==> src/rtl/led_pkg.sv <==
package led_pkg;
  typedef enum logic [1:0] {
    LVL_FAULT = 2'd0,
    LVL_PROG  = 2'd1,
    LVL_RUN   = 2'd2
  } lvl_t;
endpackage

==> src/rtl/led_sync.sv <==
module led_sync #(
  parameter int          W       = 1,
  parameter logic [W-1:0] RST_VAL = '0
) (
  input  logic         clk,
  input  logic         rst,
  input  logic [W-1:0] d_i,
  output logic [W-1:0] q_o
);
  logic [W-1:0] stg1;

  always_ff @(posedge clk) begin
    if (rst) begin
      stg1 <= RST_VAL;
      q_o  <= RST_VAL;
    end else begin
      stg1 <= d_i;
      q_o  <= stg1;
    end
  end
endmodule

==> src/rtl/led_blink_div.sv <==
module led_blink_div #(
  parameter int DIV_W = 26
) (
  input  logic clk,
  input  logic rst,
  output logic blink_o
);
  logic [DIV_W-1:0] cnt;

  always_ff @(posedge clk) begin
    if (rst) cnt <= '0;
    else     cnt <= cnt + 1'b1;
  end

  assign blink_o = cnt[DIV_W-1];

  AST_BLINK_NO_GLITCH: assert property (@(posedge clk) disable iff (rst)
    !$stable(blink_o) |=> $stable(blink_o));
endmodule

==> src/rtl/led_stretch.sv <==
module led_stretch #(
  parameter int HOLD_CYC = 2500000,
  localparam int CW      = $clog2(HOLD_CYC + 1)
) (
  input  logic clk,
  input  logic rst,
  input  logic line_i,
  output logic act_o
);
  logic [CW-1:0] cnt;

  always_ff @(posedge clk) begin
    if (rst)          cnt <= '0;
    else if (!line_i) cnt <= CW'(HOLD_CYC);
    else if (cnt != '0) cnt <= cnt - 1'b1;
  end

  assign act_o = (cnt != '0);

  AST_STRETCH_LIT: assert property (@(posedge clk) disable iff (rst)
    !line_i |=> act_o);
endmodule

==> src/rtl/led_prio_arb.sv <==
module led_prio_arb
  import led_pkg::*;
(
  input  logic       clk,
  input  logic       rst,
  input  logic       pg_i,
  input  logic       prog_i,
  input  logic       boot_i,
  input  logic [1:0] act_i,
  input  logic [1:0] user_i,
  input  logic       blink_i,
  output logic [3:0] led_o,
  output logic       grn_o,
  output logic       red_o
);
  lvl_t       lvl;
  logic [3:0] led_n;
  logic       grn_n, red_n;

  always_comb begin
    if (!pg_i)       lvl = LVL_FAULT;
    else if (prog_i) lvl = LVL_PROG;
    else             lvl = LVL_RUN;
  end

  always_comb begin
    unique case (lvl)
      LVL_FAULT: begin
        led_n = {4{blink_i}};
        grn_n = blink_i;
        red_n = blink_i;
      end
      LVL_PROG: begin
        led_n = 4'hF;
        grn_n = 1'b1;
        red_n = blink_i;
      end
      default: begin
        led_n = {user_i[1], user_i[0], act_i[1], act_i[0]};
        grn_n = 1'b1;
        red_n = !boot_i;
      end
    endcase
  end

  always_ff @(posedge clk) begin
    if (rst) begin
      led_o <= '0;
      grn_o <= 1'b0;
      red_o <= 1'b0;
    end else begin
      led_o <= led_n;
      grn_o <= grn_n;
      red_o <= red_n;
    end
  end

  AST_FAULT_UNISON: assert property (@(posedge clk) disable iff (rst)
    !pg_i |=> (led_o == {4{red_o}}) && (grn_o == red_o));
  AST_PROG_STEADY: assert property (@(posedge clk) disable iff (rst)
    (pg_i && prog_i) |=> (led_o == 4'hF) && grn_o);
  AST_RUN_BOOT: assert property (@(posedge clk) disable iff (rst)
    (pg_i && !prog_i) |=> grn_o && (red_o == !$past(boot_i)));
  AST_RUN_USER: assert property (@(posedge clk) disable iff (rst)
    (pg_i && !prog_i) |=> (led_o[3:2] == $past(user_i)));
endmodule

==> src/rtl/led_status_ctrl.sv <==
module led_status_ctrl #(
  parameter int DIV_W    = 26,
  parameter int HOLD_CYC = 2500000
) (
  input  logic       clk,
  input  logic       rst,
  input  logic       pwr_good_i,
  input  logic       prog_sel_i,
  input  logic       uart_rx_i,
  input  logic       uart_tx_i,
  input  logic       user_a_i,
  input  logic       user_b_i,
  input  logic       boot_sel_i,
  output logic [3:0] led_o,
  output logic       phy_grn_o,
  output logic       phy_red_o
);
  localparam int NUM_UART = 2;
  localparam int NUM_STAT = 5;

  logic [NUM_UART-1:0] uart_s, act;
  logic [NUM_STAT-1:0] stat_s;
  logic                blink;

  led_sync #(.W(NUM_UART), .RST_VAL({NUM_UART{1'b1}})) u_sync_uart (
    .clk(clk), .rst(rst), .d_i({uart_tx_i, uart_rx_i}), .q_o(uart_s));

  led_sync #(.W(NUM_STAT), .RST_VAL({NUM_STAT{1'b0}})) u_sync_stat (
    .clk(clk), .rst(rst),
    .d_i({boot_sel_i, user_b_i, user_a_i, prog_sel_i, pwr_good_i}),
    .q_o(stat_s));

  led_blink_div #(.DIV_W(DIV_W)) u_div (
    .clk(clk), .rst(rst), .blink_o(blink));

  for (genvar i = 0; i < NUM_UART; i++) begin : g_str
    led_stretch #(.HOLD_CYC(HOLD_CYC)) u_str (
      .clk(clk), .rst(rst), .line_i(uart_s[i]), .act_o(act[i]));
  end

  led_prio_arb u_arb (
    .clk(clk), .rst(rst),
    .pg_i(stat_s[0]), .prog_i(stat_s[1]), .boot_i(stat_s[4]),
    .act_i(act), .user_i(stat_s[3:2]), .blink_i(blink),
    .led_o(led_o), .grn_o(phy_grn_o), .red_o(phy_red_o));

  AST_RESET_DARK: assert property (@(posedge clk)
    rst |=> (led_o == 4'h0) && !phy_grn_o && !phy_red_o);
endmodule

==> config.mk <==
export PLATFORM = sky130hd
export DESIGN_NAME = led_status_ctrl
export DESIGN_NICKNAME = d
export VERILOG_FILES = /design/src/rtl/led_pkg.sv /design/src/rtl/led_sync.sv /design/src/rtl/led_blink_div.sv /design/src/rtl/led_stretch.sv /design/src/rtl/led_prio_arb.sv /design/src/rtl/led_status_ctrl.sv
export SDC_FILE = /design/constraint.sdc
export NUM_CORES = 1
export LEC_CHECK = 0
export BUFFER_PORTS_ARGS = -buffer_cell sky130_fd_sc_hd__buf_4
export CAP_MARGIN = 15
export CORE_MARGIN = 2
export CORE_UTILIZATION = 40
export CTS_CLUSTER_DIAMETER = 80
export DETAILED_ROUTE_END_ITERATION = 16
export GPL_ROUTABILITY_DRIVEN = 0
export GPL_TIMING_DRIVEN = 0
export PLACE_DENSITY_LB_ADDON = 0.3
export SYNTH_ARGS = -nofsm -noshare
export SYNTH_HDL_FRONTEND = slang
export SYNTH_SLANG_ARGS = --single-unit
export TNS_END_PERCENT = 10
==> constraint.sdc <==
create_clock -name clk -period 2.4 [get_ports clk]
set_clock_uncertainty 0.2 [all_clocks]
set_input_delay 0.12 -clock clk [delete_from_list [all_inputs] [get_ports clk]]
set_output_delay 0.12 -clock clk [all_outputs]
set_load 0.03 [all_outputs]
==> flow_results.org, run 1 <==
** Outcome
- The run finished with clean final reports.

** Hold path
- Counting instances, the worst hold path has a depth of 1.
- The tightest min-delay check is of the reg -> reg type.
- Startpoint of the worst hold path :: u_sync_stat.q_o[4]$_SDFF_PP0_

** Routing
- Pre-Repair DR Iteration Count :: 4
- Once detail routing completed, the nets flagged for antenna violations numbered 0.
- In the routed design, unresolved DRC markers number 0.
- In the routed layout, each cell is associated on average with a via count of slightly above 5.
- The routed design has between 7000 and 8000 µm of wire.
- First DRT Iteration DRCs :: roughly 140
- Number of vias in the routed layout :: between 3000 and 4000
- In the final routed layout, each cell accounts on average for between 10 and 15 µm.

** Floorplan
- Total Die Area :: around 11000 µm²
- The total area inside the core boundary comes to about 9700 µm².
- Ports :: 15
- The die is between 100 and 150 µm wide.
- Vertical die dimension :: ~100 µm
- Starting Density :: 0.408
- The floorplan has 36 rows.

** CTS
- TritonCTS built the clock tree.
- Buffers inserted by post-CTS timing repair :: 0
- Clock-pin slew was measured on the worst setup and hold paths at roughly 0.090 ns.
- Number of clock sinks seen by CTS :: 90
- Number of H-tree branching levels :: 3
- The cell sitting at the root of the clock tree is a sky130_fd_sc_hd__clkbuf_8.
- Number of buffers on the longest clock path :: 2
- The later pin in the worst-skew pair is clocked with a latency of 0.36 ns.
- Buffers inserted during clock tree synthesis total 9.

** STA
- Share of the clock period used by the worst path :: 0.957
- Highest Clock Rate :: about 0.44 GHz
- Max Transition Viols Final :: 0
- At the pin with the least slew margin, the transition time is around 0.60 ns.
- Setup repair after global routing missed its margin :: yes
- The smallest clock period supported by the final layout is computed as 2.30 ns.
- Measured against its own limit, the worst slew margin works out to 0.599.
- After routing, the total negative slack on setup checks comes to 0 ns.
- # setup viols final :: 0
- The worst path meets setup with between 0.1 and 0.15 ns of slack.
- Count of endpoints failing hold in the final timing report :: 0

** Critical path
- Worst endpoint data arrival time :: ~2.4 ns
- Tracing the worst setup path back leads to its startpoint at g_str[0].u_str.cnt[9]$_SDFFE_PP0P_.
- Slowest stage cell, crit path :: sky130_fd_sc_hd__or4_4
- Critical path class :: reg -> reg
- Peak fanout along the critical path :: 8
- The critical path goes through or4_4 -> nor4_4 -> nand3_1 -> a31oi_1 -> a41o_1.
- Worst Reg-to-Reg Cells :: 5
- The worst setup path is launched from a register.
- Worst path required time :: around 2.5 ns
- Critical path capture point type :: register
- Longest individual stage delay on the worst path :: just under 0.6 ns
- The worst register-to-register path begins at g_str[0].u_str.cnt[9]$_SDFFE_PP0P_.

** Synth
- Flip-flop cell with the highest count after synthesis :: sky130_fd_sc_hd__dfxtp_1
- Sequential cell area fraction in the yosys report :: 0.456
- Post-synthesis cell type count :: 53
- Of all flip-flops after synthesis, the portion carrying an async set or reset was 0.
- The Yosys step of the flow raised 0 warnings.
- Fraction of synthesized cell area taken by the top area cell type :: 0.456
- Synthesis handed over a netlist of ~430 instances.
- The synthesized design spends more area on one cell type than any other, namely sky130_fd_sc_hd__dfxtp_1.
- Yosys mapped a number of flops with a built-in enable equal to 0.
- Mean cell area of the mapped netlist :: between 9 and 10 µm²
- Number of register bits inferred by synthesis :: 90
- Largest cells by area after synthesis :: sky130_fd_sc_hd__dfxtp_1, sky130_fd_sc_hd__xnor2_1, sky130_fd_sc_hd__nor2_1
- The number of nets handed over by synthesis was 448.
- The mapped netlist covers between 3000 and 4000 µm².

** Finish
- Of the cells placed in the final design, the portion with a size suffix greater than 1 is 0.119.
- The library cell used most frequently in the layout, excluding fill and tap cells, is sky130_fd_sc_hd__dfxtp_1.
- Flip-flop and latch area :: approximately 1800 µm²
- In the layout the commonest cells are sky130_fd_sc_hd__dfxtp_1, sky130_fd_sc_hd__nor2_1, sky130_fd_sc_hd__xnor2_1, sky130_fd_sc_hd__a21oi_1, sky130_fd_sc_hd__nor3_1.
- Layout filler cell count :: a little over 900
- Final #Nets :: 486
- The repair_antennas step left the layout with diodes totalling 0.
- Multi-input logic area :: around 2000 µm²
- With fillers left out, the area of the finished cells amounts to around 4600 µm².
- Non-filler cells in the finished layout :: between 600 and 700
- P&R area growth vs syn :: 15.6%

** Power and ir drop
- Power density over cell area :: around 1300 nW/µm²
- Summed over all cells, the static leakage comes to around 1.6 nW.
- The worst-case IR drop observed on VDD is about 0.00044 V.

** Global routing
- Number of antenna violations at the first check in global routing :: 0
- First-pass GRT wire length :: 13100 µm
- The via count of the first global-routing pass came to 2894.
- For this run the aggregate overflow at the end of global routing stands at 0.
- In the global route stage, overall resource usage came out at 0.153.
- Entering global routing, the biggest net connects 19 pins.

** Placement
- Including well taps, the total number of placed cells is slightly below 600.
- Input and output buffers added on the ports amount to 14.
- Placement Cell Area :: roughly 4200 µm²
- Summed over all nets, the half-perimeter wirelength after detailed placement is about 5300 µm.
- Worst setup timing slack at the placement stage :: -0.00494 ns

** Run
- Max-capacitance violation count :: 0
-- worst max-delay path: cells and delay by family, from the launching register on --
| kind | cells | cell delay, ns |
|---|---|---|
| compound gates | 2 | 0.39 |
| simple gates | 3 | 1.30 |
| flops | 1 | 0.36 |
-- stage by stage --
step	total power, mW	hold slack (ns)	utilization
2_1_floorplan	4.44	0.0238	-
3_3_place_gp	4.91	0.109	0.436
3_5_place_dp	4.98	0.110	0.436
4_1_cts	6.03	0.219	0.470
5_1_grt	6.50	0.231	0.471
6_report	6.03	0.215	0.471
-- power by group --
group	switching [mW]	internal [mW]	total, mW
combinational	1.51	1.28	2.79
clock	0.586	0.405	0.991
sequential	0.397	1.85	2.24
-- timing repair --
| item | 4_1_cts | 5_1_grt |
|---|---|---|
| endpoints found under the hold margin | 14 | 0 |
| gates resized for setup | 1 | 4 |
| setup endpoints to repair | 2 | 12 |
| pin swaps | 0 | 0 |
| hold buffers | 13 | 0 |
-- routing by layer --
metal | track usage | part of all wire
met3 | 0.0356 | 0.026
met5 | 0 | 0
met1 | 0.200 | 0.48
met4 | 0.0516 | 0.0077
met2 | 0.249 | 0.48
-- sequential cells by signal, indices dropped and copies added (netlist names) --
signal / cells
u_sync_uart.stg1: 2
u_arb.red_o: 1
u_arb.led_o: 4
g_str.u_str.cnt: 44
u_sync_uart.q_o: 2
u_arb.grn_o: 1
u_sync_stat.q_o: 5
u_sync_stat.stg1: 5
u_div.cnt: 26
-- cell usage after synthesis (all sizes together), types with 3 or more instances --
| cell type | number |
|---|---|
| nand2 | 21 |
| nor3 | 24 |
| xor2 | 10 |
| and4 | 6 |
| buf | 4 |
| or2 | 4 |
| o21a | 3 |
| nor4 | 13 |
| dfxtp | 90 |
| o21ai | 6 |
| nand3 | 16 |
| a211oi | 6 |
| nand4 | 6 |
| ha | 5 |
| nor3b | 3 |
| a21oi | 31 |
| nor2 | 56 |
| inv | 12 |
| nor2b | 14 |
| nand4b | 4 |
| and3 | 5 |
| nand2b | 7 |
| clkbuf | 12 |
| nand3b | 3 |
| or3 | 10 |
| xnor2 | 38 |
| a31oi | 5 |
-- cell families (layout without fill, tap and decap cells) --
| group | count (synthesis) | after routing | share of synthesized area |
|---|---|---|---|
| AO/OA/AOI/OAI | 64 | 64 | 0.101 |
| AND/OR/NAND/NOR | 199 | 199 | 0.281 |
| flip-flops | 90 | 90 | 0.456 |
| adder cells (fa/ha/maj) | 5 | 5 | 0.0158 |
| XOR/XNOR | 48 | 48 | 0.106 |
| buffers and inverters | 28 | 71 | 0.0393 |
-- area by class of cell --
cell class	instances	area share
clock buffer	9	0.0271
buffer	16	0.0241
inverter	12	0.00987
timing repair buffer	27	0.0515
clock inverter	7	0.0156
sequential	90	0.395
tap	133	0.0365
multi-input combinational	316	0.441
-- worst paths after layout --
check	end	slack (ns)
setup / recovery	g_str[0].u_str.cnt[9]$_SDFFE_PP0P_	0.10
hold / removal	u_arb.red_o$_SDFF_PP0_	0.22
setup reg to reg	g_str[0].u_str.cnt[9]$_SDFFE_PP0P_	0.10
hold reg to reg	u_arb.red_o$_SDFF_PP0_	0.22
Note: power is estimated with default switching activity, not from simulation.
==> run 2: changes to the inputs <==
Clock period 2.4 ns to 2.65 ns, I/O delays scaled along.
==> run 2 against run 1 <==
Hold slack about the same; final cell count unchanged; count of clock-buffer cells in the layout unchanged; largest cell class unchanged; die area unchanged; critical path type unchanged; total power decreased by 10%; critical path depth increased by 4.
==> flow_results.org, run 2 (synthesis results as in run 1) <==
** Critical path
- The critical-path maximum fanout came to 10 (+2).
- The worst setup path is launched from a register.
- Worst Path Buf+Inv :: 3 (+3)
- Longest individual stage delay on the worst path :: 0.52 ns (-0.06 ns)
- Critical path class :: reg -> reg
- Worst path required time :: 2.68 ns (+0.19 ns)
- Worst endpoint data arrival time :: 2.41 ns (+0.02 ns)
- Critical path capture point type :: register
- The slack of the worst reg-to-reg path came to 0.27 ns (+0.16 ns).
- Crit-path leading delay family :: simple AND/OR/NAND/NOR gates
- The largest individual stage delay along the critical path comes from the cell sky130_fd_sc_hd__or4b_1.
- The signal on the critical path passes through inv_1 -> ha_1 -> or4b_1 -> and4b_1 -> buf_4 -> buf_6 -> nand2_1 -> xnor2_1 -> nor2_1.

** STA
- Setup repair after global routing missed its margin :: no
- Measured slew at the worst slew-check pin :: 0.572 ns (-0.0291 ns)
- Total Neg Setup Slack :: 0 ns (unchanged)
- Final critical-path required period :: 2.38 ns (+0.0867 ns)
- Share of the clock period used by the worst path :: 0.899 (-0.0575)
- The count of pins over their slew limit came to 0 (unchanged).
- The smallest hold slack is 0.215 ns (+0.0000180 ns).
- Slew headroom :: 0.619 (+0.0194)
- Highest Clock Rate :: 0.420 GHz (-3.6%)
- # setup viols final :: 0 (unchanged)
- Count of endpoints failing hold in the final timing report :: 0 (unchanged)

** Routing
- The routed via count was 3098 (+0.45%).
- The final wirelength is 7720 µm (+0.14%).
- Routed WL per cell :: 12.7 µm (+0.14%)
- The number of DRC markers in iteration 0 is 118 (-18%).
- DRC violation count after routing :: 0 (unchanged)
- DR vias/cell :: 5.08 (+0.45%)
- Pre-Repair DR Iteration Count :: 4 (unchanged)
- The number of antenna-violating nets in the routed design came to 0 (unchanged).

** Finish
- Final design area excluding fillers :: 4550 µm² (-0.41%)
- The library cells used most frequently in the layout, excluding fill and tap cells, are sky130_fd_sc_hd__dfxtp_1, sky130_fd_sc_hd__nor2_1, sky130_fd_sc_hd__xnor2_1, sky130_fd_sc_hd__a21oi_1, sky130_fd_sc_hd__nor3_1.
- The fraction of the core area covered by cells at the end of the flow was 0.469 (-0.00194).
- P&R area growth vs syn :: 15.1%
- The fraction of layout instances using a drive strength above 1 is 0.111 (-0.00839).
- The final-layout fill cell count came to 910 (unchanged).
- Register ranked first by flip-flop count :: g_str.u_str.cnt
- The area taken by multi-input logic gates came to 1990 µm² (-0.93%).
- The number of nets at the end of the flow was 486 (unchanged).
- Flip-flop count of the largest register, all copies and words added :: 44 (unchanged)
- The largest registers in the layout are g_str.u_str.cnt x44, u_div.cnt x26.
- The library cell used most frequently in the layout, excluding fill and tap cells, is sky130_fd_sc_hd__dfxtp_1.
- The count of antenna diodes in the layout is 0 (unchanged).
- Flip-flop and latch area :: 1800 µm² (unchanged)

** Floorplan
- The y dimension of the die was 103 µm (unchanged).
- The placeable core region was 9680 µm² (unchanged).
- Total Die Area :: 10700 µm² (unchanged)
- Chip width :: 103 µm (unchanged)
- The number of primary I/O pins came to 15 (unchanged).
- The starting density of the core was 0.408 (unchanged).
- Site row count :: 36 (unchanged)

** Global routing
- The total overflow reported by the global router came to 0 (unchanged).
- Vias in the first global route :: 2895 (+0.035%)
- The initial antenna violation count came to 0 (unchanged).
- The first-pass GRT wire length is 13100 µm (+0.11%).
- Pin count of the biggest net entering global routing :: 19 (unchanged)
- The overall global routing resource usage was 0.153 (about the same).

** Run
- The max-cap violation count is 0 (unchanged).

** Outcome
- The flow ran to the end, and the final reports show no timing, DRC or antenna violations.

** CTS
- CTS placed an instance of sky130_fd_sc_hd__clkbuf_8 at the clock tree root.
- Clock Pin Slew Worst Setup and Hold Paths :: 0.09 ns (about the same)
- TritonCTS built the clock tree.
- The number of sinks driven by the clock tree was 90 (unchanged).
- Clock Latency Late Sink :: 0.35 ns (about the same)
- Number of H-tree branching levels :: 3 (unchanged)
- The number of buffers on the longest clock path came to 2 (unchanged).
- The total clock buffers created by CTS was 9 (unchanged).
- The number of setup buffers added after CTS came to 0 (unchanged).

** Power and ir drop
- Leakage power total :: 1.64 nW (-0.36%)
- The worst IR drop on VDD is 0.000397 V (-9.3%).
- The ratio of total power to cell area is 1190 nW/µm² (-9.7%).

** Placement
- Post-detailed-placement half-perimeter wirelength :: 5340 µm (unchanged)
- The cell area after placement was 4220 µm² (unchanged).
- Buffers on Ports :: 14 (unchanged)

** Hold path
- Type of the most critical hold path :: reg -> reg
-- run 2: cell counts in the layout (fill, tap and decap cells not counted) --
No cell type changed its count.
-- run 2: repair_timing --
item,4_1_cts,5_1_grt
endpoints found under the hold margin,14,0
hold buffers,13,0
endpoints found under the setup margin,0,0
resized for setup,0,0
-- run 2: path summary, 6_finish.rpt --
check	start	to	cells after the start
worst min-delay path	u_sync_stat.q_o[4]$_SDFF_PP0_	u_arb.red_o$_SDFF_PP0_	1
worst min register to register	u_sync_stat.q_o[4]$_SDFF_PP0_	u_arb.red_o$_SDFF_PP0_	1
worst max register to register	g_str[1].u_str.cnt[0]$_SDFFE_PP0P_	g_str[1].u_str.cnt[0]$_SDFFE_PP0P_	9
worst max-delay path	g_str[1].u_str.cnt[0]$_SDFFE_PP0P_	g_str[1].u_str.cnt[0]$_SDFFE_PP0P_	9
-- run 2: through the flow --
| stage | power (mW) | setup slack, ns | cells |
|---|---|---|---|
| 3_5_place_dp | 4.51 | 0.245 | 581 |
| 2_1_floorplan | 4.02 | 0.529 | 434 |
| 4_1_cts | 5.45 | 0.228 | 610 |
| 5_1_grt | 5.85 | 0.130 | 610 |
| 3_3_place_gp | 4.45 | 0.288 | 581 |
| 6_report | 5.42 | 0.267 | 610 |
-- run 2: metal layers --
layer	global-route usage	share of wire
met1	0.200	0.49
met4	0.0516	0.0023
met5	0	0
met2	0.249	0.49
met3	0.0363	0.019
-- run 2: area by class of cell --
cell class	instances	area share
sequential	90	0.396
clock inverter	7	0.0157
timing repair buffer	27	0.0517
multi-input combinational	316	0.438
tap	133	0.0366
inverter	12	0.00991
clock buffer	9	0.0273
buffer	16	0.0242
-- run 2: report_power, final --
group / internal (mW) / switching, mW / total (mW)
sequential: 1.67 / 0.352 / 2.02
clock: 0.367 / 0.529 / 0.896
combinational: 1.14 / 1.36 / 2.50
total: 3.18 / 2.24 / 5.42
==> run 3: changes to the inputs <==
Settings changed: CORE_ASPECT_RATIO set to 0.6.
==> run 3 against run 2 <==
Sequential share of layout area down 0.93 points; die area is 0.25% higher; critical path depth unchanged; utilization increased by 0.85 points; non-clock buffer count stayed put; fmax fell by 4.8%; final cell count grew 0.33%; combinational power up 2%; wire length rose by 11%; largest power group unchanged.
==> flow_results.org, run 3 (synthesis results as in run 1) <==
** STA
- Final critical-path required period :: 2.50 ns (+0.121 ns)
- Count of endpoints failing hold in the final timing report :: 0 (unchanged)
- The part of the cycle the worst path needs is 0.945 (+0.0455).
- Max Transition Viols Final :: 0 (unchanged)
- Measured slew at the worst slew-check pin :: 0.679 ns (+0.107 ns)
- Slew headroom :: 0.547 (-0.0711)
- The smallest hold slack is 0.219 ns (+0.00371 ns).
- Setup repair after global routing missed its margin :: no
- The final setup violation count is 0 (unchanged).
- Highest Clock Rate :: 0.399 GHz (-4.8%)
- The final sum of negative setup slack is 0 ns (unchanged).

** Finish
- Flip-flop count of the largest register, all copies and words added :: 44 (unchanged)
- In the layout the commonest cells are sky130_fd_sc_hd__dfxtp_1, sky130_fd_sc_hd__nor2_1, sky130_fd_sc_hd__xnor2_1, sky130_fd_sc_hd__a21oi_1, sky130_fd_sc_hd__nor3_1.
- The largest registers in the layout are g_str.u_str.cnt x44, u_div.cnt x26.
- Most frequent standard cell in the layout excluding fill and tap cells :: sky130_fd_sc_hd__dfxtp_1
- Register ranked first by flip-flop count :: g_str.u_str.cnt
- Final design area excluding fillers :: 4650 µm² (+2.4%)
- N_diodes :: 0 (unchanged)
- Share of cells above drive strength 1 :: 0.111 (unchanged)
- The fraction of the core area covered by cells at the end of the flow was 0.478 (+0.00852).
- Final #Nets :: 486 (unchanged)
- The area growth from synthesis to layout is 17.9%.

** Power and ir drop
- Power density over cell area :: 1260 nW/µm² (+5.6%)
- Leakage power total :: 1.69 nW (+3.1%)
- The worst IR drop on VDD is 0.000496 V (+25%).
- The total design power was 5.86 mW (+8.2%).

** Floorplan
- The area of the die was 10700 µm² (+0.25%).
- Chip width :: 132 µm (+28%)
- Ports :: 15 (unchanged)
- The row count came to 28 (-22%).
- Placeable core region :: 9740 µm² (+0.57%)
- The y dimension of the die is 81.0 µm (-22%).
- The starting density of the core is 0.405 (-0.00230).

** CTS
- Number of CTS-inserted buffers :: 9 (unchanged)
- Clock Latency Late Sink :: 0.34 ns (about the same)
- Number of H-tree branching levels :: 3 (unchanged)
- Number of buffers on the longest clock path :: 2 (unchanged)
- TritonCTS built the clock tree.
- The cell sitting at the root of the clock tree is a sky130_fd_sc_hd__clkbuf_16.
- Clock Pin Slew Worst Setup and Hold Paths :: 0.07 ns (-0.02 ns)
- The number of sinks driven by the clock tree is 90 (unchanged).
- Buffers inserted by post-CTS timing repair :: 0 (unchanged)

** Critical path
- Peak fanout along the critical path :: 10 (unchanged)
- The worst setup path is launched from a register.
- Worst endpoint data arrival time :: 2.52 ns (+0.11 ns)
- Worst path required time :: 2.67 ns (about the same)
- The startpoint identified for the worst register-to-register timing path is g_str[1].u_str.cnt[0]$_SDFFE_PP0P_.
- The worst setup path is of the reg -> reg kind.
- Critical Path Start :: g_str[1].u_str.cnt[0]$_SDFFE_PP0P_
- The worst setup path is captured at a register.

** Global routing
- Number of antenna violations at the first check in global routing :: 0 (unchanged)
- The met3 global-route usage was 0.0449 (+0.00865).
- Vias in the first global route :: 2943 (+1.7%)
- The met1 usage in global routing was 0.256 (+0.0557).
- First-pass GRT wire length :: 14500 µm (+11%)
- Overflow left after global routing :: 0 (unchanged)
- GRT busiest layer :: met1
- Met2 usage :: 0.241 (-0.00851)
- Pin count of the biggest net entering global routing :: 20 (+1)
- The overall global routing resource usage was 0.173 (+0.0194).

** Routing
- ANT nets after route :: 0 (unchanged)
- Final WL :: 8570 µm (+11%)
- The number of DRC markers in iteration 0 is 177 (+50%).
- The average vias per placed instance is 5.22 (+2.8%).
- The first-pass iteration count of the detailed router came to 4 (unchanged).
- Number of vias in the routed layout :: 3194 (+3.1%)
- The number of remaining DRC errors is 0 (unchanged).
- The average detailed-routed wire length per instance is 14.0 µm (+11%).

** Outcome
- Result of the run :: finished, final reports clean

** Placement
- The half-perimeter wire length of the detailed placement result came to 5960 µm (+12%).
- The cell area after placement was 4220 µm² (about the same).
- Buffers on Ports :: 14 (unchanged)

** Hold path
- Type of the most critical hold path :: reg -> reg
- The startpoint identified for the worst hold timing path is u_sync_uart.stg1[0]$_SDFF_PP1_.

** Run
- The max-cap violation count is 0 (unchanged).
run 3: report_power, final:
| group | internal (mW) | total (mW) | switching (mW) |
|---|---|---|---|
| Clock | 0.674 | 1.27 | 0.595 |
| Combinational | 1.14 | 2.56 | 1.42 |
| Sequential | 1.67 | 2.03 | 0.360 |
| Total | 3.49 | 5.86 | 2.37 |
run 3: through the flow:
stage,setup slack [ns],cells
finish,0.147,612
global route,0.0239,612
detailed placement,0.162,583
CTS,0.153,612
global placement,0.209,583
floorplan,0.529,434
run 3: path summary, 6_finish.rpt:
kind	to	slack (ns)	cells past startpoint
worst max-delay path	g_str[1].u_str.cnt[0]$_SDFFE_PP0P_	0.15	9
worst min-delay path	u_sync_uart.q_o[0]$_SDFF_PP1_	0.22	1
worst max register to register	g_str[1].u_str.cnt[0]$_SDFFE_PP0P_	0.15	9
worst min register to register	u_sync_uart.q_o[0]$_SDFF_PP1_	0.22	1
run 3: final cells by class:
class / count / area, µm²
Timing Repair Buffer: 27 / 235
Clock inverter: 7 / 76.3
Buffer: 16 / 110
Multi-Input combinational cell: 316 / 1990
Tap cell: 135 / 169
Sequential cell: 90 / 1800
Inverter: 12 / 45.0
Fill cell: 957 / 5080
Clock buffer: 9 / 225
run 3: worst max-delay path: stages (launching register included):
cell	delay, ns
sky130_fd_sc_hd__dfxtp_1	0.35
sky130_fd_sc_hd__inv_1	0.10
sky130_fd_sc_hd__ha_1	0.17
sky130_fd_sc_hd__or4b_1	0.53
sky130_fd_sc_hd__and4b_1	0.28
sky130_fd_sc_hd__buf_4	0.17
sky130_fd_sc_hd__buf_6	0.16
sky130_fd_sc_hd__nand2_1	0.16
sky130_fd_sc_hd__xnor2_1	0.19
sky130_fd_sc_hd__nor2_1	0.06
run 3: repair_timing:
action / in CTS / in global routing
hold endpoints to repair: 14 / 0
resized for setup: 0 / 0
hold buffers: 13 / 0
endpoints found under the setup margin: 0 / 0
run 3: routing by layer:
layer  part of all wire  vias up
met1               0.54     1512
met3              0.041       10
met5                  0        -
met4              0.011        0
met2               0.41       62
li1                   -     1610
